**config.mk**
```make
export PLATFORM = sky130hd
export DESIGN_NAME = nand_bus_bridge
export DESIGN_NICKNAME = d
export VERILOG_FILES = /design/src/rtl/nbb_pkg.sv /design/src/rtl/nbb_decode.sv /design/src/rtl/nbb_rb_sync.sv /design/src/rtl/nbb_timing.sv /design/src/rtl/nand_bus_bridge.sv
export SDC_FILE = /design/constraint.sdc
export NUM_CORES = 1
export LEC_CHECK = 0
export ABC_AREA = 1
export ABC_CLOCK_PERIOD_IN_PS = 4400
export BUFFER_PORTS_ARGS = -buffer_cell sky130_fd_sc_hd__buf_2
export CAP_MARGIN = 15
export CELL_PAD_IN_SITES_DETAIL_PLACEMENT = 1
export CELL_PAD_IN_SITES_GLOBAL_PLACEMENT = 1
export CORE_MARGIN = 5
export CORE_UTILIZATION = 34
export CTS_CLUSTER_SIZE = 30
export DETAILED_ROUTE_END_ITERATION = 10
export PLACE_DENSITY_LB_ADDON = 0.12
export SKIP_LAST_GASP = 1
export SLEW_MARGIN = 20
export SYNTH_ARGS = -nofsm -noshare
export SYNTH_HDL_FRONTEND = slang
export SYNTH_SLANG_ARGS = --single-unit
```
**constraint.sdc**
```tcl
create_clock -name clk -period 4.4 [get_ports clk]
set_input_delay 0.66 -clock clk [delete_from_list [all_inputs] [get_ports clk]]
set_output_delay 0.66 -clock clk [all_outputs]
set_load 0.03 [all_outputs]
```
**src/rtl/nbb_pkg.sv**
```systemverilog
package nbb_pkg;
  typedef enum logic [2:0] {PH_IDLE, PH_SETUP, PH_STROBE, PH_HOLD, PH_RESP} phase_e;
  typedef enum logic [1:0] {TGT_NONE, TGT_SLOT, TGT_LOCAL} tgt_kind_e;
  localparam logic [2:0] SEL_SLOT_BASE = 3'b010;
  localparam logic [2:0] SEL_LOCAL     = 3'b100;
endpackage

```
**src/rtl/nbb_decode.sv**
```systemverilog
module nbb_decode
  import nbb_pkg::*;
#(
  parameter int NUM_SLOTS = 2,
  parameter int OFS_W     = 8,
  parameter int STAT_OFS  = 2,
  localparam int SLOT_W   = (NUM_SLOTS > 1) ? $clog2(NUM_SLOTS) : 1
) (
  input  logic [2:0]       sel,
  input  logic [OFS_W-1:0] ofs,
  output tgt_kind_e        kind,
  output logic [SLOT_W-1:0] slot,
  output logic             stat_hit
);
  always_comb begin
    kind = TGT_NONE;
    slot = '0;
    for (int i = 0; i < NUM_SLOTS; i++) begin
      if (sel == SEL_SLOT_BASE + 3'(i)) begin
        kind = TGT_SLOT;
        slot = SLOT_W'(i);
      end
    end
    if (sel == SEL_LOCAL) kind = TGT_LOCAL;
    stat_hit = (kind == TGT_LOCAL) && (ofs == OFS_W'(STAT_OFS));
  end
endmodule

```
**src/rtl/nbb_rb_sync.sv**
```systemverilog
module nbb_rb_sync #(
  parameter int NUM_SLOTS = 2
) (
  input  logic                 clk,
  input  logic                 rst_n,
  input  logic [NUM_SLOTS-1:0] rdy_async,
  output logic [NUM_SLOTS-1:0] rdy_sync
);
  for (genvar g = 0; g < NUM_SLOTS; g++) begin : g_sync
    logic meta_q, sync_q;
    always_ff @(posedge clk or negedge rst_n) begin
      if (!rst_n) begin
        meta_q <= 1'b0;
        sync_q <= 1'b0;
      end else begin
        meta_q <= rdy_async[g];
        sync_q <= meta_q;
      end
    end
    assign rdy_sync[g] = sync_q;
  end
endmodule

```
**src/rtl/nbb_timing.sv**
```systemverilog
module nbb_timing
  import nbb_pkg::*;
#(
  parameter int SETUP_CLKS  = 1,
  parameter int STROBE_CLKS = 4,
  parameter int HOLD_CLKS   = 2,
  localparam int MAX_A = (SETUP_CLKS > STROBE_CLKS) ? SETUP_CLKS : STROBE_CLKS,
  localparam int MAXC  = (MAX_A > HOLD_CLKS) ? MAX_A : HOLD_CLKS,
  localparam int CNT_W = $clog2(MAXC + 1)
) (
  input  logic   clk,
  input  logic   rst_n,
  input  logic   start,
  input  logic   rsp_ready,
  output phase_e phase,
  output logic   last_strobe
);
  logic [CNT_W-1:0] cnt;

  always_ff @(posedge clk or negedge rst_n) begin
    if (!rst_n) begin
      phase <= PH_IDLE;
      cnt   <= '0;
    end else begin
      unique case (phase)
        PH_IDLE: if (start) begin
          phase <= PH_SETUP;
          cnt   <= CNT_W'(SETUP_CLKS - 1);
        end
        PH_SETUP: if (cnt == '0) begin
          phase <= PH_STROBE;
          cnt   <= CNT_W'(STROBE_CLKS - 1);
        end else cnt <= cnt - 1'b1;
        PH_STROBE: if (cnt == '0) begin
          phase <= PH_HOLD;
          cnt   <= CNT_W'(HOLD_CLKS - 1);
        end else cnt <= cnt - 1'b1;
        PH_HOLD: if (cnt == '0) phase <= PH_RESP;
                 else cnt <= cnt - 1'b1;
        PH_RESP: if (rsp_ready) phase <= PH_IDLE;
        default: phase <= PH_IDLE;
      endcase
    end
  end

  assign last_strobe = (phase == PH_STROBE) && (cnt == '0);

  // Checker: strobe phase length, measured independently of cnt
  logic [CNT_W:0] strobe_run;
  always_ff @(posedge clk or negedge rst_n) begin
    if (!rst_n) strobe_run <= '0;
    else if (phase == PH_SETUP) strobe_run <= '0;
    else if (phase == PH_STROBE) strobe_run <= strobe_run + 1'b1;
  end

  p_strobe_len_r3: assert property (@(posedge clk) disable iff (!rst_n)
    (phase == PH_HOLD) |-> (strobe_run == (CNT_W+1)'(STROBE_CLKS)));

  p_setup_to_strobe_r3: assert property (@(posedge clk) disable iff (!rst_n)
    (phase == PH_STROBE && strobe_run == '0) |-> ($past(phase) == PH_SETUP));
endmodule

```
**src/rtl/nand_bus_bridge.sv**
```systemverilog
module nand_bus_bridge
  import nbb_pkg::*;
#(
  parameter int ADDR_W      = 25,
  parameter int DATA_W      = 16,
  parameter int NAND_W      = 8,
  parameter int NUM_SLOTS   = 2,
  parameter int SEL_LSB     = 22,
  parameter int CLE_BIT     = 5,
  parameter int ALE_BIT     = 4,
  parameter int OFS_W       = 8,
  parameter int STAT_OFS    = 2,
  parameter int SETUP_CLKS  = 1,
  parameter int STROBE_CLKS = 4,
  parameter int HOLD_CLKS   = 2,
  localparam int SLOT_W     = (NUM_SLOTS > 1) ? $clog2(NUM_SLOTS) : 1
) (
  input  logic                 clk,
  input  logic                 rst_n,
  input  logic                 req_valid,
  output logic                 req_ready,
  input  logic                 req_write,
  input  logic [ADDR_W-1:0]    req_addr,
  input  logic [DATA_W-1:0]    req_wdata,
  output logic                 rsp_valid,
  input  logic                 rsp_ready,
  output logic [DATA_W-1:0]    rsp_rdata,
  output logic [NUM_SLOTS-1:0] nand_ce_n,
  output logic                 nand_cle,
  output logic                 nand_ale,
  output logic                 nand_we_n,
  output logic                 nand_re_n,
  output logic [NAND_W-1:0]    nand_dq_out,
  output logic                 nand_dq_oe,
  input  logic [NAND_W-1:0]    nand_dq_in,
  input  logic [NUM_SLOTS-1:0] nand_ready
);
  logic unused_req_bits;
  assign unused_req_bits = ^{req_addr, req_wdata};

  tgt_kind_e         dec_kind;
  logic [SLOT_W-1:0] dec_slot;
  logic              dec_stat;

  nbb_decode #(.NUM_SLOTS(NUM_SLOTS), .OFS_W(OFS_W), .STAT_OFS(STAT_OFS)) u_decode (
    .sel      (req_addr[SEL_LSB+2:SEL_LSB]),
    .ofs      (req_addr[OFS_W-1:0]),
    .kind     (dec_kind),
    .slot     (dec_slot),
    .stat_hit (dec_stat)
  );

  logic [NUM_SLOTS-1:0] rdy_sync;
  nbb_rb_sync #(.NUM_SLOTS(NUM_SLOTS)) u_sync (
    .clk       (clk),
    .rst_n     (rst_n),
    .rdy_async (nand_ready),
    .rdy_sync  (rdy_sync)
  );

  phase_e phase;
  logic   last_strobe;
  logic   accept;
  assign accept = req_valid && req_ready;

  nbb_timing #(.SETUP_CLKS(SETUP_CLKS), .STROBE_CLKS(STROBE_CLKS),
               .HOLD_CLKS(HOLD_CLKS)) u_timing (
    .clk         (clk),
    .rst_n       (rst_n),
    .start       (accept),
    .rsp_ready   (rsp_ready),
    .phase       (phase),
    .last_strobe (last_strobe)
  );

  // Latched request
  tgt_kind_e         r_kind;
  logic [SLOT_W-1:0] r_slot;
  logic [SLOT_W-1:0] sel_slot;
  logic              r_write, r_cle, r_ale;
  logic [NAND_W-1:0] r_wdata;
  logic [DATA_W-1:0] r_rdata;

  always_ff @(posedge clk or negedge rst_n) begin
    if (!rst_n) begin
      r_kind   <= TGT_NONE;
      r_slot   <= '0;
      sel_slot <= '0;
      r_write  <= 1'b0;
      r_cle    <= 1'b0;
      r_ale    <= 1'b0;
      r_wdata  <= '0;
      r_rdata  <= '0;
    end else if (accept) begin
      r_kind  <= dec_kind;
      r_slot  <= dec_slot;
      r_write <= req_write;
      r_cle   <= req_addr[CLE_BIT];
      r_ale   <= req_addr[ALE_BIT];
      r_wdata <= req_wdata[NAND_W-1:0];
      if (dec_kind == TGT_SLOT) sel_slot <= dec_slot;
      if (dec_stat && !req_write)
        r_rdata <= {{(DATA_W-1){1'b0}}, rdy_sync[sel_slot]};
      else
        r_rdata <= '0;
    end else if (last_strobe && r_kind == TGT_SLOT && !r_write) begin
      r_rdata <= {{(DATA_W-NAND_W){1'b0}}, nand_dq_in};
    end
  end

  logic active, slot_acc, strobe_on;
  assign active    = (phase == PH_SETUP) || (phase == PH_STROBE) || (phase == PH_HOLD);
  assign slot_acc  = active && (r_kind == TGT_SLOT);
  assign strobe_on = (phase == PH_STROBE) && (r_kind == TGT_SLOT);

  for (genvar g = 0; g < NUM_SLOTS; g++) begin : g_ce
    assign nand_ce_n[g] = !(slot_acc && r_slot == SLOT_W'(g));
  end

  assign nand_we_n   = !(strobe_on && r_write);
  assign nand_re_n   = !(strobe_on && !r_write);
  assign nand_cle    = slot_acc && r_cle;
  assign nand_ale    = slot_acc && r_ale;
  assign nand_dq_out = r_wdata;
  assign nand_dq_oe  = slot_acc && r_write;
  assign req_ready   = (phase == PH_IDLE);
  assign rsp_valid   = (phase == PH_RESP);
  assign rsp_rdata   = r_rdata;

  p_ce_onehot_r1: assert property (@(posedge clk) disable iff (!rst_n)
    $onehot0(~nand_ce_n));
  p_strobe_has_ce_r3: assert property (@(posedge clk) disable iff (!rst_n)
    (!nand_we_n || !nand_re_n) |-> (nand_ce_n != '1));
  p_no_dual_strobe_r4: assert property (@(posedge clk) disable iff (!rst_n)
    !(!nand_we_n && !nand_re_n));
  p_oe_on_write_r4: assert property (@(posedge clk) disable iff (!rst_n)
    !nand_we_n |-> nand_dq_oe);
  p_latch_quiet_r2: assert property (@(posedge clk) disable iff (!rst_n)
    (nand_ce_n == '1) |-> (!nand_cle && !nand_ale));
  p_rsp_hold_r8: assert property (@(posedge clk) disable iff (!rst_n)
    (rsp_valid && !rsp_ready) |=> (rsp_valid && $stable(rsp_rdata)));
  p_idle_excl_r8: assert property (@(posedge clk) disable iff (!rst_n)
    !(req_ready && rsp_valid));
endmodule

```
==> results of run 1 <==
==> flip-flops by register name (all words and copies together) (netlist names), 2 cells and up <==
| register | flops |
|---|---|
| u_sync.g_sync.sync_q | 2 |
| r_kind | 2 |
| u_timing.phase | 3 |
| u_timing.cnt | 3 |
| nand_dq_out | 8 |
| rsp_rdata | 8 |
| u_sync.g_sync.meta_q | 2 |
==> through the flow <==
stage	setup WS, ns	utilization	cell area [um^2]	std cells	power (mW)
2_1_floorplan	2.417	-	1723	210	1.016
3_3_place_gp	2.345	0.4188	2004	323	1.186
3_5_place_dp	2.354	0.4188	2004	323	1.208
4_1_cts	2.032	0.4369	2091	331	1.440
5_1_grt	1.840	0.4369	2091	331	1.534
6_report	2.041	0.4369	2091	331	1.410
==> cells by family (layout without fill, tap and decap cells) <==
group | after synthesis | count (layout) | synth area share
buf+inv | 45 | 99 | 0.1357
flops | 33 | 33 | 0.4867
simple gates | 100 | 100 | 0.2773
other cells | 1 | 8 | 0.002210
compound gates | 22 | 22 | 0.08334
fa+ha+maj | 2 | 2 | 0.01475
==> layout make-up <==
class / instances / area (um^2) / share of cell area
Clock inverter: 3 / 17.52 / 0.008378
Multi-Input combinational cell: 132 / 666.9 / 0.3190
Timing Repair Buffer: 58 / 290.3 / 0.1388
Inverter: 33 / 137.6 / 0.06583
Sequential cell: 33 / 825.8 / 0.3950
Clock buffer: 5 / 68.82 / 0.03291
Tap cell: 67 / 83.83 / 0.04010
==> per-layer routing <==
layer | track usage | wire length, um | vias up | part of all wire
li1 | - | - | 725 | -
met1 | 0.1778 | 1934 | 630 | 0.47
met2 | 0.1970 | 1776 | 48 | 0.43
met3 | 0.04821 | 350 | 4 | 0.085
met4 | 0.04054 | 36 | 0 | 0.0088
met5 | 0 | 0 | - | 0
==> cell usage after synthesis (2+ instances only) <==
cell	instances
nand3_1	10
buf_4	8
dfrtp_1	33
ha_1	2
nand3b_1	2
buf_6	2
o21ai_2	7
o21ai_0	12
inv_1	31
buf_2	2
nand3_2	5
nand2_1	59
nor2_1	17
nand4_1	2
==> cell usage in the layout (no fill, tap or decap) <==
cell,n
clkinv_2,2
nand3_4,1
clkbuf_8,5
dfrtp_1,33
o21ai_2,7
nor2_1,17
ha_1,2
o21ai_0,12
nor2_4,1
inv_1,31
nand3b_1,2
nand4_1,2
conb_1,8
nand3_1,10
inv_2,1
nor3_4,1
or2_2,1
bufinv_8,1
nand2_1,59
o211ai_1,1
a21oi_1,1
clkinvlp_4,1
o21bai_1,1
buf_2,58
nor2_2,1
nand3_2,5
==> power by group through the flow <==
stage	Clock [mW]	Combinational, mW	Sequential [mW]
global placement	0	0.693	0.494
finish	0.221	0.696	0.493
global route	0.242	0.785	0.507
floorplan	0	0.417	0.599
CTS	0.233	0.713	0.494
detailed placement	0	0.709	0.499
==> how the worst min path moves through the flow <==
stage / from / slack (ns) / end
2_1_floorplan: u_sync.g_sync[0].meta_q / 0.33 / u_sync.g_sync[0].sync_q
3_3_place_gp: u_sync.g_sync[1].meta_q / 0.33 / u_sync.g_sync[1].sync_q
3_5_place_dp: u_sync.g_sync[0].meta_q / 0.34 / u_sync.g_sync[0].sync_q
4_1_cts: u_sync.g_sync[0].meta_q / 0.35 / u_sync.g_sync[0].sync_q
5_1_grt: u_sync.g_sync[0].meta_q / 0.35 / u_sync.g_sync[0].sync_q
6_report: u_sync.g_sync[0].meta_q / 0.36 / u_sync.g_sync[0].sync_q
==> worst register-to-register path: stages, from the launching register on <==
cell and delay (ns):
dfrtp_1 0.46, nor2_2 0.25, nand3_2 0.47, inv_2 0.45, o21ai_0 0.13
==> results.json, run 1 <==
{
  "synthDistinctLibCells": 25,
  "die_h_um": 80.64,
  "switching_share": 0.4739,
  "tns_ns": 0,
  "hp-class": "flop to flop",
  "clock_path_buffers": 2,
  "worstSetupEndpointType": "output port",
  "synth_top_flop_cell": "dfrtp_1",
  "cp_top_family": "simple AND/OR/NAND/NOR gates",
  "seqPwrFrac": 0.350,
  "crit_slowest_cell": "dfrtp_1",
  "p_switching_uw": 668.2,
  "synth_warnings": 0,
  "whs_path_depth": 0,
  "postCtsSetupBuffers": 0,
  "detail-route-antenna-nets": 0,
  "nNetsFinal": 321,
  "async_reset_ff_frac": 1.000,
  "clkTransAtPathRegs_ns": 0.07,
  "grt_use_total": 0.1322,
  "numCtsBuffers": 5,
  "status": "completed",
  "synth_edf_count": 0,
  "finClkSkew_ns": 0.003993,
  "initial_core_util": 0.3545,
  "antenna_cells": 0,
  "htreeDepth": 2,
  "die_w_um": 80.64,
  "r2r_end": "r_ale",
  "fp.dieArea_um2": 6503,
  "core-area_um2": 4786,
  "drt_iter0_markers": 38,
  "critPathKind": "flop to output port",
  "timing.hold.ws_ns": 0.3558,
  "min_period_ns": 2.359,
  "drive_gt1_frac": 0.3220,
  "timing.slew.headroom": 0.5077,
  "vias": 1407,
  "routed_wl_um": 4097,
  "grt_max_degree": 34,
  "cp_cell_sequence": "nor2_2 > nor2_1 > inv_1 > nor2_1 > inv_1 > nor2_1 > buf_2",
  "gp_congestion": 0.8018,
  "crit_start": "u_timing.phase[1]",
  "period_share": 0.5362,
  "cts_resized": 0,
  "firstDrtPassIters": 4,
  "fillers": 617,
  "power.internal_uw": 741.8,
  "place_hpwl_um": 3164,
  "synth.area.top_cells": "dfrtp_1 (49%), nand2_1 (13%), inv_1 (6.9%), nor2_1 (3.8%), o21ai_2 (3.6%)",
  "cp.depth": 7,
  "setup_viol": 0,
  "ys_seq_area_frac": 0.4867,
  "ios": 89,
  "synth_top_cell_area_share": 0.4867,
  "synth_seq_cells": 33,
  "clkSinkCount": 33,
  "wl_per_cell_um": 12.38,
  "cts_hold_buf": 0,
  "rows": 25,
  "cpMostUsedCell": "nor2_1",
  "netlist_instances": 203,
  "cts_root_buf": "clkbuf_8",
  "grt_first_pass_wirelength_um": 6603,
  "clock_power_share": 0.157,
  "crit_end": "nand_cle",
  "area_delta_synth_final_pct": 23.23,
  "arrival_ns": 1.70,
  "pwr-share-comb": 0.493,
  "drv_slew": 0,
  "hold_viol_final": 0,
  "yosysTopAreaCell": "dfrtp_1",
  "p_leak_nw": 1.185,
  "critPathBufInv": 3,
  "cts_tree": "done",
  "crit_required_ns": 3.74,
  "power_per_cell_area_nw_per_um2": 674.4,
  "worst_setup_path_start_kind": "flop",
  "post-route-drc-count": 0,
  "cap_violations": 0,
  "peakVddDrop_v": 0.0002528,
  "grt_pass1_vias": 1404,
  "fmax_mhz": 423.9,
  "avgSynthCellArea_um2": 8.358,
  "crit_path_max_incr_delay_ns": 0.51,
  "worst_pin_slew_ns": 0.7385,
  "viasPerCell": 4.251,
  "portBuffers": 58,
  "rr_worst_depth": 4,
  "clock_latency_ns": 0.28,
  "grt-ovfl-total": 0,
  "cp_max_fo": 7,
  "reg2reg_from": "u_timing.phase[0]",
  "rsz0062_at_grt": "false",
  "rrSetupSlack_ns": 2.50,
  "antenna_found_initial": 0,
  "syn_area_um2": 1697
}
Note: power is estimated with default switching activity, not from simulation.
==> inputs of run 2 (changes only) <==
--- a/config.mk
+++ b/config.mk
@@ -6,13 +6,13 @@
 export NUM_CORES = 1
 export LEC_CHECK = 0
 export ABC_AREA = 1
-export ABC_CLOCK_PERIOD_IN_PS = 4400
+export ABC_CLOCK_PERIOD_IN_PS = 2100
 export BUFFER_PORTS_ARGS = -buffer_cell sky130_fd_sc_hd__buf_2
 export CAP_MARGIN = 15
 export CELL_PAD_IN_SITES_DETAIL_PLACEMENT = 1
 export CELL_PAD_IN_SITES_GLOBAL_PLACEMENT = 1
 export CORE_MARGIN = 5
-export CORE_UTILIZATION = 34
+export CORE_UTILIZATION = 28
 export CTS_CLUSTER_SIZE = 30
 export DETAILED_ROUTE_END_ITERATION = 10
 export PLACE_DENSITY_LB_ADDON = 0.12
==> constraint.sdc (replaced) <==
create_clock -name clk -period 2.1 [get_ports clk]
set_input_delay 0.315 -clock clk [delete_from_list [all_inputs] [get_ports clk]]
set_output_delay 0.315 -clock clk [all_outputs]
set_load 0.03 [all_outputs]
==> results.json, run 2 (synthesis results as in run 1) <==
{
  "critPathKind": "flop to output port",
  "die_w_um": 87.84,
  "clock_latency_ns": 0.29,
  "rrSetupSlack_ns": 0.47,
  "utilization": 0.3673,
  "grt_use_total": 0.1159,
  "critPathBufInv": 3,
  "firstDrtPassIters": 4,
  "gp_congestion": 0.7330,
  "ios": 89,
  "fmax_mhz": 531.4,
  "postCtsSetupBuffers": 0,
  "worst_pin_slew_ns": 0.7448,
  "antenna_found_initial": 0,
  "cp_max_fo": 6,
  "p_switching_mw": 1.415,
  "reg2reg_from": "u_timing.cnt[0]",
  "drive_gt1_frac": 0.3371,
  "pwr-share-comb": 0.467,
  "cts_tree": "done",
  "clkSinkCount": 33,
  "hold_viol_final": 0,
  "finClkSkew_ns": 0.005892,
  "rsz0062_at_grt": "false",
  "seqPwrFrac": 0.312,
  "status": "completed",
  "antenna_cells": 0,
  "clkTransAtPathRegs_ns": 0.07,
  "grt_pass1_vias": 1475,
  "layout_commonest_cell": "nand2_1",
  "routed_wl_um": 4143,
  "post-route-drc-count": 0,
  "place_hpwl_um": 3280,
  "min_period_ns": 1.882,
  "r2r_end": "rsp_rdata[2]",
  "numCtsBuffers": 5,
  "rows": 28,
  "drv_slew": 0,
  "power.internal_mw": 1.830,
  "grt_max_degree": 34,
  "period_share": 0.8962,
  "grt_first_pass_wirelength_um": 6879,
  "switching_share": 0.4360,
  "tns_ns": 0,
  "worstSetupEndpointType": "output port",
  "portBuffers": 58,
  "crit_required_ns": 1.78,
  "rr_worst_depth": 7,
  "crit_path_max_incr_delay_ns": 0.42,
  "initial_core_util": 0.2866,
  "nNetsFinal": 324,
  "worst_setup_path_start_kind": "flop",
  "p_leak_nw": 1.221,
  "hp-class": "input pin to asynchronous set/reset pin",
  "fp.dieArea_um2": 7716,
  "cp_cell_sequence": "nor2_2 > nor2_1 > inv_1 > nor2_2 > inv_1 > nor2_1 > buf_2",
  "detail-route-antenna-nets": 0,
  "cap_violations": 0,
  "clock_power_share": 0.222,
  "arrival_ns": 1.57,
  "cp_top_family": "simple AND/OR/NAND/NOR gates",
  "htreeDepth": 2,
  "die_h_um": 87.84,
  "wl_per_cell_um": 12.11,
  "cts_root_buf": "clkbuf_8",
  "core-area_um2": 5921,
  "setup_viol": 0,
  "area_delta_synth_final_pct": 28.17,
  "timing.slew.headroom": 0.5035,
  "vias": 1455,
  "peakVddDrop_v": 0.0004129,
  "crit_slowest_cell": "dfrtp_2",
  "final_cell_mix": "nand2_1 (59), buf_2 (58), dfrtp_1 (32)",
  "viasPerCell": 4.254,
  "drt_iter0_markers": 43,
  "power_per_cell_area_nw_per_um2": 1492,
  "power_mw": 3.245,
  "clock_path_buffers": 2,
  "cts_hold_buf": 0,
  "grt-ovfl-total": 0
}
-- run 2: how the worst max path moves through the flow --
| stage | start | end | cells past startpoint |
|---|---|---|---|
| after global placement | u_timing.phase[0] | nand_cle | 7 |
| after floorplan | r_kind[1] | nand_ale | 4 |
| after detailed placement | u_timing.phase[0] | nand_cle | 7 |
| final | u_timing.phase[0] | nand_cle | 7 |
| after CTS | u_timing.phase[0] | nand_cle | 7 |
| after global routing | u_timing.phase[0] | nand_ale | 7 |
-- run 2: metal layers --
metal  routed length, um  GRT usage  up-vias
met5                   0          0        -
met4                  57    0.03766        0
met3                 372    0.04798        6
met2                1811     0.1726       47
met1                1903     0.1527      671
li1                    -          -      731
-- run 2: layout make-up --
| type | count | area, um^2 |
|---|---|---|
| multi-input cells | 132 | 669.4 |
| inverters | 33 | 137.6 |
| clock inverters | 3 | 65.06 |
| fillers | 744 | 3746 |
| well taps | 75 | 93.84 |
| flip-flops and latches | 33 | 827.0 |
| repair buffers | 61 | 312.8 |
| clock buffers | 5 | 68.82 |
-- run 2: through the flow --
stage,hold slack (ns),cells,area (um^2),setup slack [ns]
after floorplan,0.01941,210,1723,0.4621
after global placement,0.3347,334,2037,0.4034
after detailed placement,0.3402,334,2037,0.3930
after CTS,0.1119,342,2171,0.05453
after global routing,0.1137,342,2175,0.01942
final,0.08457,342,2175,0.2181
-- run 2: worst reg2reg max path: cells and delay by family, from the launching register on --
kind                     cells  cell delay, ns
AO/OA/AOI/OAI                1            0.06
buffers and inverters        2            0.15
adder cells (fa/ha/maj)      1            0.21
flip-flops                   1            0.37
AND/OR/NAND/NOR              3            0.72
-- run 2: what timing repair did --
action                                 4_1_cts  5_1_grt
setup endpoints to repair                    0        3
gates resized for setup                      0        2
endpoints found under the hold margin        0        0
-- run 2: power by group through the flow --
stage	logic, mW	registers, mW	clock network, mW
6_report	1.51	1.01	0.719
5_1_grt	1.71	1.05	0.764
4_1_cts	1.54	1.01	0.738
3_5_place_dp	1.53	1.03	0
3_3_place_gp	1.52	1.02	0
2_1_floorplan	0.874	1.25	0
